--- src/rtl/xms_pkg.sv ---
package xms_pkg;

    typedef enum logic [1:0] {
        XM_SLEEP   = 2'd0,
        XM_STANDBY = 2'd1,
        XM_LISTEN  = 2'd2,
        XM_NORMAL  = 2'd3
    } xmode_e;

    typedef struct packed {
        logic stb;
        logic en;
    } pin_pair_t;

    typedef enum logic [3:0] {
        ST_OFF,
        ST_IDLE,
        ST_FAILED,
        ST_PRE,
        ST_APPLY,
        ST_SETTLE,
        ST_WAIT,
        ST_START,
        ST_STOP,
        ST_CHECK
    } seq_state_e;

    typedef enum logic [2:0] {
        STP_USER,
        STP_INIT_SLEEP,
        STP_INIT_GAP,
        STP_INIT_NORMAL,
        STP_INIT_HOLD,
        STP_BO_STANDBY,
        STP_BO_IDLE,
        STP_BO_NORMAL
    } seq_step_e;

    function automatic pin_pair_t mode_pins(xmode_e m);
        pin_pair_t p;
        case (m)
            XM_SLEEP:   p = '{stb: 1'b0, en: 1'b1};
            XM_STANDBY: p = '{stb: 1'b0, en: 1'b0};
            XM_LISTEN:  p = '{stb: 1'b1, en: 1'b0};
            default:    p = '{stb: 1'b1, en: 1'b1};
        endcase
        return p;
    endfunction

    function automatic int max2(int a, int b);
        return (a > b) ? a : b;
    endfunction

endpackage

--- src/rtl/xms_tick_gen.sv ---
module xms_tick_gen #(
    parameter int TICK_CYCLES = 125000
) (
    input  logic clk,
    input  logic rst,
    input  logic clr,
    input  logic en,
    output logic tick
);
    localparam int CW = (TICK_CYCLES > 1) ? $clog2(TICK_CYCLES) : 1;
    localparam logic [CW-1:0] LAST = CW'(TICK_CYCLES - 1);

    logic [CW-1:0] cnt;

    always_ff @(posedge clk) begin
        if (rst || clr) begin
            cnt <= '0;
        end else if (en) begin
            if (cnt == LAST) cnt <= '0;
            else             cnt <= cnt + 1'b1;
        end
    end

    assign tick = en && (cnt == LAST);
endmodule

--- src/rtl/xms_delay.sv ---
module xms_delay #(
    parameter int TICK_CYCLES = 125000,
    parameter int MS_W        = 8
) (
    input  logic            clk,
    input  logic            rst,
    input  logic            load,
    input  logic [MS_W-1:0] load_ms,
    output logic            done
);
    logic            running;
    logic [MS_W-1:0] ms_left;
    logic            tick;

    xms_tick_gen #(.TICK_CYCLES(TICK_CYCLES)) u_tick (
        .clk  (clk),
        .rst  (rst),
        .clr  (load),
        .en   (running),
        .tick (tick)
    );

    always_ff @(posedge clk) begin
        if (rst) begin
            running <= 1'b0;
            ms_left <= '0;
            done    <= 1'b0;
        end else begin
            done <= 1'b0;
            if (load) begin
                if (load_ms == '0) begin
                    done    <= 1'b1;
                    running <= 1'b0;
                end else begin
                    ms_left <= load_ms;
                    running <= 1'b1;
                end
            end else if (running && tick) begin
                if (ms_left == MS_W'(1)) begin
                    done    <= 1'b1;
                    running <= 1'b0;
                end else begin
                    ms_left <= ms_left - 1'b1;
                end
            end
        end
    end
endmodule

--- src/rtl/xms_fsm.sv ---
module xms_fsm
    import xms_pkg::*;
#(
    parameter int MS_W           = 8,
    parameter int PRE_SLEEP_MS   = 1,
    parameter int SETTLE_MS      = 10,
    parameter int INIT_GAP_MS    = 2,
    parameter int INIT_READY_MS  = 50,
    parameter int BUSOFF_IDLE_MS = 100
) (
    input  logic            clk,
    input  logic            rst,
    input  logic            req_valid,
    input  logic [1:0]      req_mode,
    input  logic            init_start,
    input  logic            bus_off,
    input  logic            fault_n,
    input  logic            t_done,
    output logic            t_load,
    output logic [MS_W-1:0] t_ms,
    output logic            req_ready,
    output logic            ctrl_start,
    output logic            ctrl_stop,
    output pin_pair_t       pins,
    output logic            busy,
    output logic            link_ready,
    output logic            init_fail
);
    seq_state_e state, state_n;
    seq_step_e  step,  step_n;
    xmode_e     tgt,   tgt_n;
    logic       bo_pend;
    logic       init_go;

    always_comb begin
        state_n = state;
        step_n  = step;
        tgt_n   = tgt;
        t_load  = 1'b0;
        t_ms    = '0;
        init_go = 1'b0;
        case (state)
            ST_OFF, ST_FAILED: begin
                if (init_start) init_go = 1'b1;
            end
            ST_IDLE: begin
                if (bus_off || bo_pend) begin
                    state_n = ST_STOP;
                end else if (init_start) begin
                    init_go = 1'b1;
                end else if (req_valid) begin
                    tgt_n   = xmode_e'(req_mode);
                    step_n  = STP_USER;
                    state_n = ST_APPLY;
                end
            end
            ST_STOP: begin
                tgt_n   = XM_STANDBY;
                step_n  = STP_BO_STANDBY;
                state_n = ST_APPLY;
            end
            ST_PRE: begin
                if (t_done) state_n = ST_APPLY;
            end
            ST_APPLY: begin
                t_load  = 1'b1;
                t_ms    = MS_W'(SETTLE_MS);
                state_n = ST_SETTLE;
            end
            ST_SETTLE: begin
                if (t_done) begin
                    case (step)
                        STP_INIT_SLEEP: begin
                            t_load  = 1'b1;
                            t_ms    = MS_W'(INIT_GAP_MS);
                            step_n  = STP_INIT_GAP;
                            state_n = ST_WAIT;
                        end
                        STP_INIT_NORMAL: begin
                            t_load  = 1'b1;
                            t_ms    = MS_W'(INIT_READY_MS);
                            step_n  = STP_INIT_HOLD;
                            state_n = ST_WAIT;
                        end
                        STP_BO_STANDBY: begin
                            t_load  = 1'b1;
                            t_ms    = MS_W'(BUSOFF_IDLE_MS);
                            step_n  = STP_BO_IDLE;
                            state_n = ST_WAIT;
                        end
                        STP_BO_NORMAL: state_n = ST_START;
                        default:       state_n = ST_IDLE;
                    endcase
                end
            end
            ST_WAIT: begin
                if (t_done) begin
                    case (step)
                        STP_INIT_GAP:  state_n = ST_START;
                        STP_INIT_HOLD: state_n = ST_CHECK;
                        STP_BO_IDLE: begin
                            tgt_n   = XM_NORMAL;
                            step_n  = STP_BO_NORMAL;
                            state_n = ST_APPLY;
                        end
                        default:       state_n = ST_IDLE;
                    endcase
                end
            end
            ST_START: begin
                if (step == STP_INIT_GAP) begin
                    tgt_n   = XM_NORMAL;
                    step_n  = STP_INIT_NORMAL;
                    state_n = ST_APPLY;
                end else begin
                    state_n = ST_IDLE;
                end
            end
            ST_CHECK: state_n = fault_n ? ST_IDLE : ST_FAILED;
            default:  state_n = ST_OFF;
        endcase
        if (init_go) begin
            tgt_n   = XM_SLEEP;
            step_n  = STP_INIT_SLEEP;
            state_n = ST_APPLY;
        end
        // entering sleep inserts the pre-transition wait ahead of the pin write
        if (state_n == ST_APPLY && state != ST_PRE && tgt_n == XM_SLEEP) begin
            state_n = ST_PRE;
            t_load  = 1'b1;
            t_ms    = MS_W'(PRE_SLEEP_MS);
        end
    end

    always_ff @(posedge clk) begin
        if (rst) begin
            state     <= ST_OFF;
            step      <= STP_USER;
            tgt       <= XM_STANDBY;
            pins      <= mode_pins(XM_STANDBY);
            init_fail <= 1'b0;
            bo_pend   <= 1'b0;
        end else begin
            state <= state_n;
            step  <= step_n;
            tgt   <= tgt_n;
            if (state == ST_APPLY) pins <= mode_pins(tgt);
            if (init_go)
                init_fail <= 1'b0;
            else if (state == ST_CHECK && !fault_n)
                init_fail <= 1'b1;
            if (state_n == ST_STOP || state_n == ST_FAILED)
                bo_pend <= 1'b0;
            else if (bus_off && state != ST_OFF && state != ST_FAILED)
                bo_pend <= 1'b1;
        end
    end

    assign ctrl_start = (state == ST_START);
    assign ctrl_stop  = (state == ST_STOP);
    assign link_ready = (state == ST_IDLE);
    assign busy       = !(state == ST_OFF || state == ST_IDLE || state == ST_FAILED);
    assign req_ready  = (state == ST_IDLE) && !bus_off && !bo_pend && !init_start;
endmodule

--- src/rtl/xcvr_mode_seq.sv ---
module xcvr_mode_seq
    import xms_pkg::*;
#(
    parameter int CLK_HZ         = 125_000_000,
    parameter int PRE_SLEEP_MS   = 1,
    parameter int SETTLE_MS      = 10,
    parameter int INIT_GAP_MS    = 2,
    parameter int INIT_READY_MS  = 50,
    parameter int BUSOFF_IDLE_MS = 100
) (
    input  logic       clk,
    input  logic       rst,
    input  logic       req_valid,
    input  logic [1:0] req_mode,
    output logic       req_ready,
    input  logic       init_start,
    input  logic       bus_off,
    output logic       ctrl_start,
    output logic       ctrl_stop,
    output logic       xcvr_stb,
    output logic       xcvr_en,
    input  logic       xcvr_fault_n,
    output logic       busy,
    output logic       link_ready,
    output logic       init_fail
);
    localparam int TICK_CYCLES = (CLK_HZ >= 2000) ? (CLK_HZ / 1000) : 1;
    localparam int MAX_MS = max2(max2(max2(PRE_SLEEP_MS, SETTLE_MS),
                                      max2(INIT_GAP_MS, INIT_READY_MS)),
                                 BUSOFF_IDLE_MS);
    localparam int MS_W = $clog2(MAX_MS + 1) + 1;

    logic            t_load;
    logic [MS_W-1:0] t_ms;
    logic            t_done;
    pin_pair_t       pins;

    xms_delay #(.TICK_CYCLES(TICK_CYCLES), .MS_W(MS_W)) u_delay (
        .clk     (clk),
        .rst     (rst),
        .load    (t_load),
        .load_ms (t_ms),
        .done    (t_done)
    );

    xms_fsm #(
        .MS_W           (MS_W),
        .PRE_SLEEP_MS   (PRE_SLEEP_MS),
        .SETTLE_MS      (SETTLE_MS),
        .INIT_GAP_MS    (INIT_GAP_MS),
        .INIT_READY_MS  (INIT_READY_MS),
        .BUSOFF_IDLE_MS (BUSOFF_IDLE_MS)
    ) u_fsm (
        .clk        (clk),
        .rst        (rst),
        .req_valid  (req_valid),
        .req_mode   (req_mode),
        .init_start (init_start),
        .bus_off    (bus_off),
        .fault_n    (xcvr_fault_n),
        .t_done     (t_done),
        .t_load     (t_load),
        .t_ms       (t_ms),
        .req_ready  (req_ready),
        .ctrl_start (ctrl_start),
        .ctrl_stop  (ctrl_stop),
        .pins       (pins),
        .busy       (busy),
        .link_ready (link_ready),
        .init_fail  (init_fail)
    );

    assign xcvr_stb = pins.stb;
    assign xcvr_en  = pins.en;
endmodule

--- config.mk ---
export PLATFORM = sky130hd
export DESIGN_NAME = xcvr_mode_seq
export DESIGN_NICKNAME = d
export VERILOG_FILES = /design/src/rtl/xms_pkg.sv /design/src/rtl/xms_tick_gen.sv /design/src/rtl/xms_delay.sv /design/src/rtl/xms_fsm.sv /design/src/rtl/xcvr_mode_seq.sv
export SDC_FILE = /design/constraint.sdc
export NUM_CORES = 1
export LEC_CHECK = 0
export BUFFER_PORTS_ARGS = -buffer_cell sky130_fd_sc_hd__buf_2
export CORE_MARGIN = 1.5
export CORE_UTILIZATION = 60
export CTS_CLUSTER_SIZE = 24
export DETAILED_ROUTE_END_ITERATION = 8
export GPL_TIMING_DRIVEN = 1
export PLACE_DENSITY_LB_ADDON = 0.2
export SLEW_MARGIN = 20
export SYNTH_ARGS = -nofsm -noshare
export SYNTH_HDL_FRONTEND = slang
export SYNTH_SLANG_ARGS = --single-unit
--- constraint.sdc ---
create_clock -name clk -period 2.35 [get_ports clk]
set_input_delay 0 -clock clk [delete_from_list [all_inputs] [get_ports clk]]
set_output_delay 0 -clock clk [all_outputs]
set_load 0.05 [all_outputs]
==> qor.txt <==
Pint - 1.973 mW
Commonest non-fill, non-tap cells in the layout - nor2_1 (46), buf_4 (40), dfxtp_1 (36), nand2_1 (26), a21oi_1 (19)
Root Buffer - clkbuf_8
Number of global-route vias before repair - 2156
Origin of the worst setup path - u_fsm.state[1]
Drt total wl - 7.162 mm
Synth-to-Final Area Change - 22.18%
Share of cells above drive strength 1 - 28.41%
Largest net degree at the start of global routing - 23
RR Startpoint - u_fsm.state[1]
Total placed instance area - 2899 µm²
Std-Cell Rows - 23
Yosys cell types - 65
Fill cells - 279
Clock Skew - 11.64 ps
Nets - 372
CP Capture Type - flop
Routability cong. - 0.9129
CTS Buffer Depth - 2
Clock Pin Slew Worst Setup and Hold Paths - 80 ps
Antenna violations before repair - 0
Core area - 4058 µm²
Synth Instances - 311
Skew-Pair Late Insertion Delay - 290 ps
# DRC - 0
Vias/cell - 6.225
Status - finished, final reports clean
Worst min path class - in2reg
TritonCTS clock tree - built
Flop pwr share - 26.7%
Sw Share - 44.71%
Pwr/cell area - 1133 nW/µm²
Worst Tran Pin Value - 766.3 ps
R2R depth - 9
FMAX - 0.4307 GHz
TNS Setup - 0 ps
Initial Utilization - 63.52%
Critical path required time - 2570 ps
Hold buffers post-CTS - 0
Hold Slack - 91.81 ps
Average wire per cell in the routed design - 17.51 µm
Worst hold start - init_start
Setup violators final - 0
CP max FO - 12
Syn avg cell area - 8.288 µm²
Die Y-Extent - 68.54 µm
Post-synth EDFFs - 0
Most common cell after layout, fill and taps aside - nor2_1
Maximum VDD drop - 0.7627 mV
Finished Cell Area - 3149 µm²
Number of I/O pins - 16
Syn Nets - 324
Vias - 2546
Sequential area share after synthesis - 31.07%
CP endpoint - u_delay.ms_left[2]
Maxcap violations - 0
Startpoint types - flop
Switching power - 1.595 mW
GRT Total Usage - 29.26%
Clk pwr share - 12.5%
Fin crit period - 2322 ps
Die area - 4698 µm²
R2R Path End - u_delay.ms_left[2]
Global-route wire length before repair - 10.29 mm
Flop-to-flop setup slack - 30 ps
Crit Path Category - reg2reg
Async S/R FF share, synth - 0%
Post-route ant nets - 0
Worst path arrival time - 2540 ps
P_leak - 1.205 nW
Overall die width - 68.54 µm
DR iter-0 viols - 226
Pre-Repair DR Iteration Count - 5
Post-DP HPWL - 4.595 mm
Max_slew headroom - 48.72%
Comb pwr share - 60.8%
Layout Cells excl Fill - 409
# diodes - 0
Mapped cell area - 2577 µm²
FF+latch count, synth - 40
Fin. Hold Viols - 0
Unrepaired setup endpoints after global routing - true
Grt total ovfl - 0
Fin crit share - 98.80%
Port buffer count - 15
H-tree levels - 2
Top FF cell, synth - dfxtp_1
CTS sink count - 40
Pins Over Slew Limit - 0
Placed cell count - 392
Synth warn - 0
Total CTS buffers - 5
synthesized netlist by cell type (4+ instances only):
cell	n	area (µm²)
clkbuf_1	6	22.52
and3_1	5	31.28
dfxtp_1	40	800.8
ha_1	5	62.56
nor2_1	47	176.4
nor2b_1	7	43.79
or3_1	4	25.02
xor2_1	12	105.1
nand2_1	27	101.4
a211oi_1	6	45.04
o21ai_0	4	20.02
nor3_1	14	70.07
inv_1	8	30.03
buf_4	4	30.03
buf_2	5	25.02
nand2b_1	7	43.79
a21oi_1	20	100.1
xnor2_1	11	96.34
nand3_1	11	55.05
metal layers:
layer | part of all wire [%] | up-vias | global-route usage, %
met5 | 0 | - | 0
met2 | 46 | 122 | 45.07
met1 | 45 | 1184 | 41.55
met3 | 7.1 | 12 | 4.870
met4 | 1.6 | 0 | 9.250
li1 | - | 1228 | -
power groups by stage:
stage	registers (mW)	clock network (mW)	logic (mW)
after floorplan	0.921	0	1.32
after global placement	0.941	0	1.77
after detailed placement	0.948	0	1.80
after CTS	0.937	0.449	1.89
after global routing	0.971	0.481	2.33
final	0.954	0.445	2.17
worst min path at each step:
stage	to	cells past startpoint
global route	u_fsm.step[0]	3
CTS	u_fsm.step[0]	3
finish	u_fsm.step[0]	3
detailed placement	u_fsm.step[0]	3
global placement	u_fsm.step[0]	3
floorplan	u_fsm.step[0]	2
worst max-delay path: stages (launching register included):
cell and delay, ps:
dfxtp_4 400, buf_4 160, o31ai_1 330, and3_4 290, a21oi_1 70, o21ai_0 110, nand2_1 160, nand4bb_4 280
a22o_1 280, a211oi_2 160
layout make-up:
| type | count | area [µm²] | area share (%) |
|---|---|---|---|
| multi-input combinational | 248 | 1772 | 56.26 |
| sequential | 40 | 808.3 | 25.67 |
| tap | 50 | 62.56 | 1.986 |
| timing repair buffer | 56 | 395.4 | 12.55 |
| inverter | 8 | 30.03 | 0.9535 |
| clock buffer | 5 | 68.82 | 2.185 |
| clock inverter | 2 | 12.51 | 0.3973 |
cell families after synthesis:
family,count (synthesis),share of synthesized area [%]
fa+ha+maj,5,2.427
simple gates,148,33.59
compound gates,65,18.25
mux,4,1.650
flops,40,31.07
xor+xnor,23,7.815
buf+inv,26,5.194
state kept, by name (all words and copies together), names as in the netlist:
signal              flops
u_fsm.init_fail         1
u_delay.done            1
u_fsm.bo_pend           1
u_fsm.state             4
u_fsm.step              3
u_fsm.tgt               2
u_delay.running         1
u_delay.ms_left         8
u_fsm.pins              2
u_delay.u_tick.cnt     17
per-stage QoR:
stage / util (%) / power, mW / setup WS, ps
finish: 77.61 / 3.568 / 28.08
detailed placement: 71.45 / 2.748 / -148.3
global placement: 71.45 / 2.711 / -73.39
CTS: 74.28 / 3.278 / 27.77
floorplan: - / 2.241 / -39.81
global route: 77.61 / 3.780 / -63.84
repair_timing:
item / CTS / global route
buffers inserted: 4 / 3
gates resized for setup: 3 / 15
setup endpoints to repair: 24 / 25
cloned: 0 / 3
pin swaps: 2 / 4
Power figures use the tool's default switching activity.
